### config.mk
export PLATFORM = sky130hd
export DESIGN_NAME = bpc_sequencer
export DESIGN_NICKNAME = d
export VERILOG_FILES = /design/src/rtl/bpc_seq_pkg.sv /design/src/rtl/bpc_stage_decode.sv /design/src/rtl/bpc_stripe_ctr.sv /design/src/rtl/bpc_plane_ctr.sv /design/src/rtl/bpc_sequencer.sv
export SDC_FILE = /design/constraint.sdc
export NUM_CORES = 1
export LEC_CHECK = 0
export ABC_AREA = 1
export BUFFER_PORTS_ARGS = -buffer_cell sky130_fd_sc_hd__buf_4
export CAP_MARGIN = 20
export CELL_PAD_IN_SITES_DETAIL_PLACEMENT = 0
export CELL_PAD_IN_SITES_GLOBAL_PLACEMENT = 1
export CORE_MARGIN = 4
export CORE_UTILIZATION = 33
export CTS_BUF_LIST = sky130_fd_sc_hd__clkbuf_4
export CTS_CLUSTER_SIZE = 8
export DETAILED_ROUTE_END_ITERATION = 10
export MAX_ROUTING_LAYER = met4
export PLACE_DENSITY = 0.82
export SLEW_MARGIN = 20
export SYNTH_ARGS = -nofsm -noshare
export SYNTH_HDL_FRONTEND = slang
export SYNTH_SLANG_ARGS = --single-unit
export TNS_END_PERCENT = 30
### constraint.sdc
create_clock -name clk -period 1.44 [get_ports clk]
set_input_delay 0.144 -clock clk [delete_from_list [all_inputs] [get_ports clk]]
set_output_delay 0.144 -clock clk [all_outputs]
set_load 0.005 [all_outputs]
### src/rtl/bpc_seq_pkg.sv
package bpc_seq_pkg;
    localparam int NUM_STAGES = 5;
    localparam int STG_LAYER  = 0;
    localparam int STG_FILL   = 1;
    localparam int STG_SIG    = 2;
    localparam int STG_REF    = 3;
    localparam int STG_CLN    = 4;

    // State code equals stage bit index + 1; idle is 0.
    typedef enum logic [2:0] {
        SQ_IDLE  = 3'd0,
        SQ_LAYER = 3'd1,
        SQ_FILL  = 3'd2,
        SQ_SIG   = 3'd3,
        SQ_REF   = 3'd4,
        SQ_CLN   = 3'd5
    } seq_state_e;
endpackage

### src/rtl/bpc_stage_decode.sv
module bpc_stage_decode
    import bpc_seq_pkg::*;
(
    input  seq_state_e              state,
    output logic [NUM_STAGES-1:0]   en
);
    for (genvar g = 0; g < NUM_STAGES; g++) begin : g_stage
        localparam logic [2:0] CODE = 3'(g + 1);
        assign en[g] = (state == seq_state_e'(CODE));
    end
endmodule

### src/rtl/bpc_stripe_ctr.sv
module bpc_stripe_ctr #(
    parameter  int STRIPES = 8,
    localparam int IW      = (STRIPES > 1) ? $clog2(STRIPES) : 1
) (
    input  logic          clk,
    input  logic          rst,
    input  logic          clr,
    input  logic          step,
    output logic [IW-1:0] idx,
    output logic          last
);
    logic [IW-1:0] cnt_d, cnt_q;

    always_comb begin
        cnt_d = cnt_q;
        if (clr)       cnt_d = '0;
        else if (step) cnt_d = cnt_q + 1'b1;
    end

    always_ff @(posedge clk) begin
        if (rst) cnt_q <= '0;
        else     cnt_q <= cnt_d;
    end

    assign idx  = cnt_q;
    assign last = (cnt_q == IW'(STRIPES - 1));

    assert_stripe_range_R5: assert property (@(posedge clk) disable iff (rst)
        int'(cnt_q) < STRIPES);
    assert_no_step_past_end_R5: assert property (@(posedge clk) disable iff (rst)
        (step && last) |-> clr);
endmodule

### src/rtl/bpc_plane_ctr.sv
module bpc_plane_ctr #(
    parameter int PLANE_W = 4
) (
    input  logic               clk,
    input  logic               rst,
    input  logic               load,
    input  logic [PLANE_W-1:0] load_val,
    input  logic               dec,
    output logic [PLANE_W-1:0] idx,
    output logic               is_zero
);
    logic [PLANE_W-1:0] pl_d, pl_q;

    always_comb begin
        pl_d = pl_q;
        if (load)     pl_d = load_val - 1'b1;
        else if (dec) pl_d = pl_q - 1'b1;
    end

    always_ff @(posedge clk) begin
        if (rst) pl_q <= '0;
        else     pl_q <= pl_d;
    end

    assign idx     = pl_q;
    assign is_zero = (pl_q == '0);

    assert_no_underflow_R6: assert property (@(posedge clk) disable iff (rst)
        dec |-> !is_zero);
    assert_plane_step_R6: assert property (@(posedge clk) disable iff (rst)
        dec |=> (pl_q == $past(pl_q) - 1'b1));
endmodule

### src/rtl/bpc_sequencer.sv
module bpc_sequencer
    import bpc_seq_pkg::*;
#(
    parameter  int PLANE_W = 4,
    parameter  int STRIPES = 8,
    localparam int SW      = (STRIPES > 1) ? $clog2(STRIPES) : 1
) (
    input  logic                  clk,
    input  logic                  rst,
    input  logic                  start,
    input  logic [PLANE_W-1:0]    num_planes,
    input  logic [NUM_STAGES-1:0] stage_fin,
    output logic [NUM_STAGES-1:0] stage_en,
    output logic [PLANE_W-1:0]    plane_idx,
    output logic [SW-1:0]         stripe_idx,
    output logic                  busy,
    output logic                  done
);
    typedef struct packed {
        seq_state_e st;
        logic       first;
        logic       done;
    } ctl_t;

    ctl_t ctl_d, ctl_q;
    logic pl_load, pl_dec, pl_zero;
    logic sc_clr, sc_step, sc_last;
    logic cur_fin;

    bpc_stage_decode u_decode (
        .state (ctl_q.st),
        .en    (stage_en)
    );

    bpc_plane_ctr #(.PLANE_W(PLANE_W)) u_plane (
        .clk      (clk),
        .rst      (rst),
        .load     (pl_load),
        .load_val (num_planes),
        .dec      (pl_dec),
        .idx      (plane_idx),
        .is_zero  (pl_zero)
    );

    bpc_stripe_ctr #(.STRIPES(STRIPES)) u_stripe (
        .clk  (clk),
        .rst  (rst),
        .clr  (sc_clr),
        .step (sc_step),
        .idx  (stripe_idx),
        .last (sc_last)
    );

    // Only the finish strobe of the enabled stage counts.
    assign cur_fin = |(stage_fin & stage_en);

    always_comb begin
        ctl_d      = ctl_q;
        ctl_d.done = 1'b0;
        pl_load    = 1'b0;
        pl_dec     = 1'b0;
        sc_clr     = 1'b0;
        sc_step    = 1'b0;
        unique case (ctl_q.st)
            SQ_IDLE: begin
                if (start && num_planes != '0) begin
                    ctl_d.st    = SQ_LAYER;
                    ctl_d.first = 1'b1;
                    pl_load     = 1'b1;
                    sc_clr      = 1'b1;
                end
            end
            SQ_LAYER: begin
                if (cur_fin) ctl_d.st = SQ_FILL;
            end
            SQ_FILL: begin
                if (cur_fin) ctl_d.st = ctl_q.first ? SQ_CLN : SQ_SIG;
            end
            SQ_SIG: begin
                if (cur_fin) begin
                    if (sc_last) begin
                        ctl_d.st = SQ_REF;
                        sc_clr   = 1'b1;
                    end else begin
                        sc_step  = 1'b1;
                    end
                end
            end
            SQ_REF: begin
                if (cur_fin) begin
                    if (sc_last) begin
                        ctl_d.st = SQ_CLN;
                        sc_clr   = 1'b1;
                    end else begin
                        sc_step  = 1'b1;
                    end
                end
            end
            SQ_CLN: begin
                if (cur_fin) begin
                    if (sc_last) begin
                        sc_clr      = 1'b1;
                        ctl_d.first = 1'b0;
                        if (pl_zero) begin
                            ctl_d.st   = SQ_IDLE;
                            ctl_d.done = 1'b1;
                        end else begin
                            ctl_d.st   = SQ_LAYER;
                            pl_dec     = 1'b1;
                        end
                    end else begin
                        sc_step = 1'b1;
                    end
                end
            end
            default: ctl_d.st = SQ_IDLE;
        endcase
    end

    always_ff @(posedge clk) begin
        if (rst) ctl_q <= '{st: SQ_IDLE, first: 1'b0, done: 1'b0};
        else     ctl_q <= ctl_d;
    end

    assign busy = (ctl_q.st != SQ_IDLE);
    assign done = ctl_q.done;

    assert_onehot_R2: assert property (@(posedge clk) disable iff (rst)
        $onehot0(stage_en) && ((|stage_en) == busy));
    assert_hold_wait_R2: assert property (@(posedge clk) disable iff (rst)
        (busy && !(|(stage_fin & stage_en))) |=>
            ($stable(stage_en) && $stable(stripe_idx) && $stable(plane_idx)));
    assert_zero_count_R1: assert property (@(posedge clk) disable iff (rst)
        (!busy && start && num_planes == '0) |=> !busy);
    assert_busy_start_R8: assert property (@(posedge clk) disable iff (rst)
        (busy && start && !cur_fin) |=> $stable(plane_idx));
    assert_fill_after_layer_R3: assert property (@(posedge clk) disable iff (rst)
        $rose(stage_en[STG_FILL]) |-> $past(stage_en[STG_LAYER]));
    assert_ref_after_sig_R3: assert property (@(posedge clk) disable iff (rst)
        $rose(stage_en[STG_REF]) |-> $past(stage_en[STG_SIG]));
    assert_first_skips_sig_R4: assert property (@(posedge clk) disable iff (rst)
        $rose(stage_en[STG_SIG]) |-> !ctl_q.first);
    assert_done_source_R7: assert property (@(posedge clk) disable iff (rst)
        done |-> ($past(stage_en[STG_CLN]) && $past(plane_idx) == '0 && !busy));
    assert_done_pulse_R7: assert property (@(posedge clk) disable iff (rst)
        done |=> !done);
endmodule

==> impl_metrics.ini <==
[timing]
layout_setup_ws_ns = -0.0515
slew_viol_final = 0
hold_viol_final = 0
fmax_mhz = 670
holdWs_ns = 0.0599
max_slew_margin_pct = 81.7
skew_ns = 0.00403
tightest_slew_ns = 0.273
rsz0062_at_grt = true
setup_viol = 3
fin_crit_ns = 1.49
final.period_utilization_pct = 104

[synth]
yosysSeqAreaShare_pct = 27.3
ys_warn_count = 0
synth_area_sq_um = 881
avgSynthCellArea_sq_um = 6.72
yosys.cell_count.top_type = nand2_1
synth_cell_type_count = 25
synthAdderAreaFrac_pct = 4.26
synth_mux_area_share_pct = 0
synth_flop_cell = dfxtp_1
syn_inst = 131
synth_compound_area_share_pct = 10.2
async_flop_share_pct = 0
synth_top_family_by_area = simple AND/OR/NAND/NOR gates
synth_xor_xnor_area_share_pct = 0.994
synth-edff-count = 0
synth.area.top_cells = dfxtp_1, nand2_1, inv_1
post-synth-top-area-cell = dfxtp_1
synthSimpleGateAreaFrac_pct = 45.6
netlist_top_cells_count = nand2_1, inv_1, nor2_1
synth_top_area_share_pct = 27.3
ys_ff_latch = 12
mappedNetlistNets = 146

[clocking]
holdBufCountCts = 0
clkLatencyLatePin_ns = 0.27
cts_buffers = 3
path_clk_slew_ns = 0.08
cts_buffer_depth = 2
tritoncts = done
h-tree-depth = 1
cts.sinks = 12
clock-root-buffer = clkbuf_4

[critical_path]
path_cells = inv_6 -> nand2_4 -> nor2_4 -> nand3_4 -> nand2_2 -> o21ai_4 -> ha_4 -> xnor2_2 -> nor2_1 -> nor2_1
cp-start-kind = register
cp.required_ns = 1.60
crit_family = simple AND/OR/NAND/NOR gates
cp_slowest_cell = dfxtp_4
critPathCaptureType = register
timing.rr.end = u_plane.idx[2]
cp_max_fo = 6
max_stage_delay_ns = 0.37
crit_top_cell = nor2_1
cp_num_buf_inv = 1
reg2reg_depth = 10
worstPathArrival_ns = 1.66
timing_worst_setup_path_type = register to register
r2r_slack_ns = -0.05
regToRegStartpoint = ctl_q[3]

[run_status]
violations = setup timing
run_status = finished, violations left

[power_and_ir_drop]
p_switching_mw = 1.09
power.internal_mw = 1.37
clockPowerShare_pct = 8.7
switching_share_pct = 44.3
p_per_area_nw_per_um2 = 1660
combPwrFrac_pct = 70.7
p_leak_nw = 0.743
seq_power_share_pct = 20.6
irDropWorstVdd_mv = 0.943

[floorplanning]
rows = 18
coreArea_sq_um = 2520
die-area_sq_um = 3560
die_w_um = 59.7
die_y_um = 59.7
io_pins = 26
initial_utilization_pct = 34.9

[drt]
firstDrtPassIters = 4
wl_mm = 2.58
drt-wirelength-per-cell_um = 12.2
viasPerCell = 4.76
via_count = 1005
detail-route-antenna-nets = 0
drc = 0
drtIter0Drc = 27

[global_routing]
grt_start_max_net_pins = 8
grt_pass1_wl_mm = 4.11
grt.total_usage_pct = 15.6
antenna_found_initial = 0
grt_pass1_vias = 957
grt.overflow.total = 0

[min_path]
hp-start = rst
hold_depth = 2
holdPathEnd = ctl_q[4]
hp-class = input pin to register

[placement]
portBuffers = 25
place_ws_ns = -0.0902
dp_hpwl_mm = 1.92
place_congestion = 0.847

[final_layout]
nets = 197
fill_cells = 244
antennaDiodeCount = 0
syn_to_final_growth_pct = 68.9
layout-drive-gt1-share_pct = 55.2

[run]
maxCapViolCount = 0
[cell type report]
cell class | instances | area (sq um) | share of cell area [%]
repair buffers | 46 | 373 | 25.1
flip-flops and latches | 12 | 250 | 16.8
clock inverters | 1 | 3.75 | 0.252
well taps | 30 | 37.5 | 2.52
multi-input cells | 92 | 691 | 46.4
inverters | 27 | 110 | 7.40
clock buffers | 3 | 22.5 | 1.51
[routing by layer]
layer | part of all wire (%) | GRT usage (%) | vias up
met3 | 5.6 | 3.02 | 4
li1 | - | - | 521
met4 | 0.85 | 6.33 | 0
met2 | 52 | 26.2 | 24
met5 | 0 | - | -
met1 | 41 | 18.1 | 456
[power by group through the flow]
stage / clock, mW / combinational (mW) / sequential [mW]
2_1_floorplan: 0 / 0.780 / 0.490
3_3_place_gp: 0 / 1.29 / 0.481
3_5_place_dp: 0 / 1.31 / 0.485
4_1_cts: 0.221 / 1.49 / 0.492
5_1_grt: 0.240 / 1.91 / 0.517
6_report: 0.215 / 1.74 / 0.508
[how the worst max path moves through the flow]
stage / depth (start not counted) / startpoint / slack (ns) / to
2_1_floorplan: 10 / ctl_q[3] / -0.02 / u_plane.idx[2]
3_3_place_gp: 10 / ctl_q[2] / -0.03 / u_plane.idx[0]
3_5_place_dp: 10 / ctl_q[3] / -0.09 / u_plane.idx[2]
4_1_cts: 10 / ctl_q[3] / -0.02 / u_plane.idx[2]
5_1_grt: 10 / ctl_q[3] / -0.14 / u_plane.idx[1]
6_report: 10 / ctl_q[3] / -0.05 / u_plane.idx[2]
[logic make-up (layout without fill, tap and decap cells)]
group / Yosys count / in the layout
buffers and inverters: 27 / 77
xor gates and xnor gates: 1 / 1
AOI/OAI and AO/OA: 15 / 15
adders and majority gates: 3 / 3
DFF: 12 / 12
and+or+nand+nor: 73 / 73
[layout by cell type, fill, tap and decap left out, types with 2 or more instances in the layout]
master and n:
a21oi_2 3, buf_4 41, ha_4 2, nand2_2 8, buf_6 4, nor2_2 2, dfxtp_4 2, nand2_1 16
nand2_4 6, nand3_4 5, clkbuf_4 3, dfxtp_1 8, nor2_4 6, a21oi_1 3, dfxtp_2 2, nor2_1 11
inv_1 19, nand4_1 5, o21ai_0 4, nand3_1 10, nand3_2 2, inv_2 5
[flip-flops by register name, summed over array words and instances, names as in the netlist]
register / count
u_plane.idx: 4
done: 1
ctl_q: 4
u_stripe.idx: 3
[timing repair]
action / in CTS / in global routing
buffers inserted: 2 / 3
pin swaps: 8 / 9
setup endpoints to repair: 7 / 14
resized for setup: 20 / 25
[through the flow]
stage,power (mW),cells,utilization (%),TNS [ns],area (sq um)
finish,2.46,211,59.0,-0.0976,1490
global placement,1.77,202,49.4,-0.0554,1250
global route,2.67,211,59.0,-0.854,1490
CTS,2.20,208,54.2,-0.0356,1370
detailed placement,1.79,202,49.4,-0.240,1250
floorplan,1.27,131,-,-0.0214,888
Power figures use the tool's default switching activity.
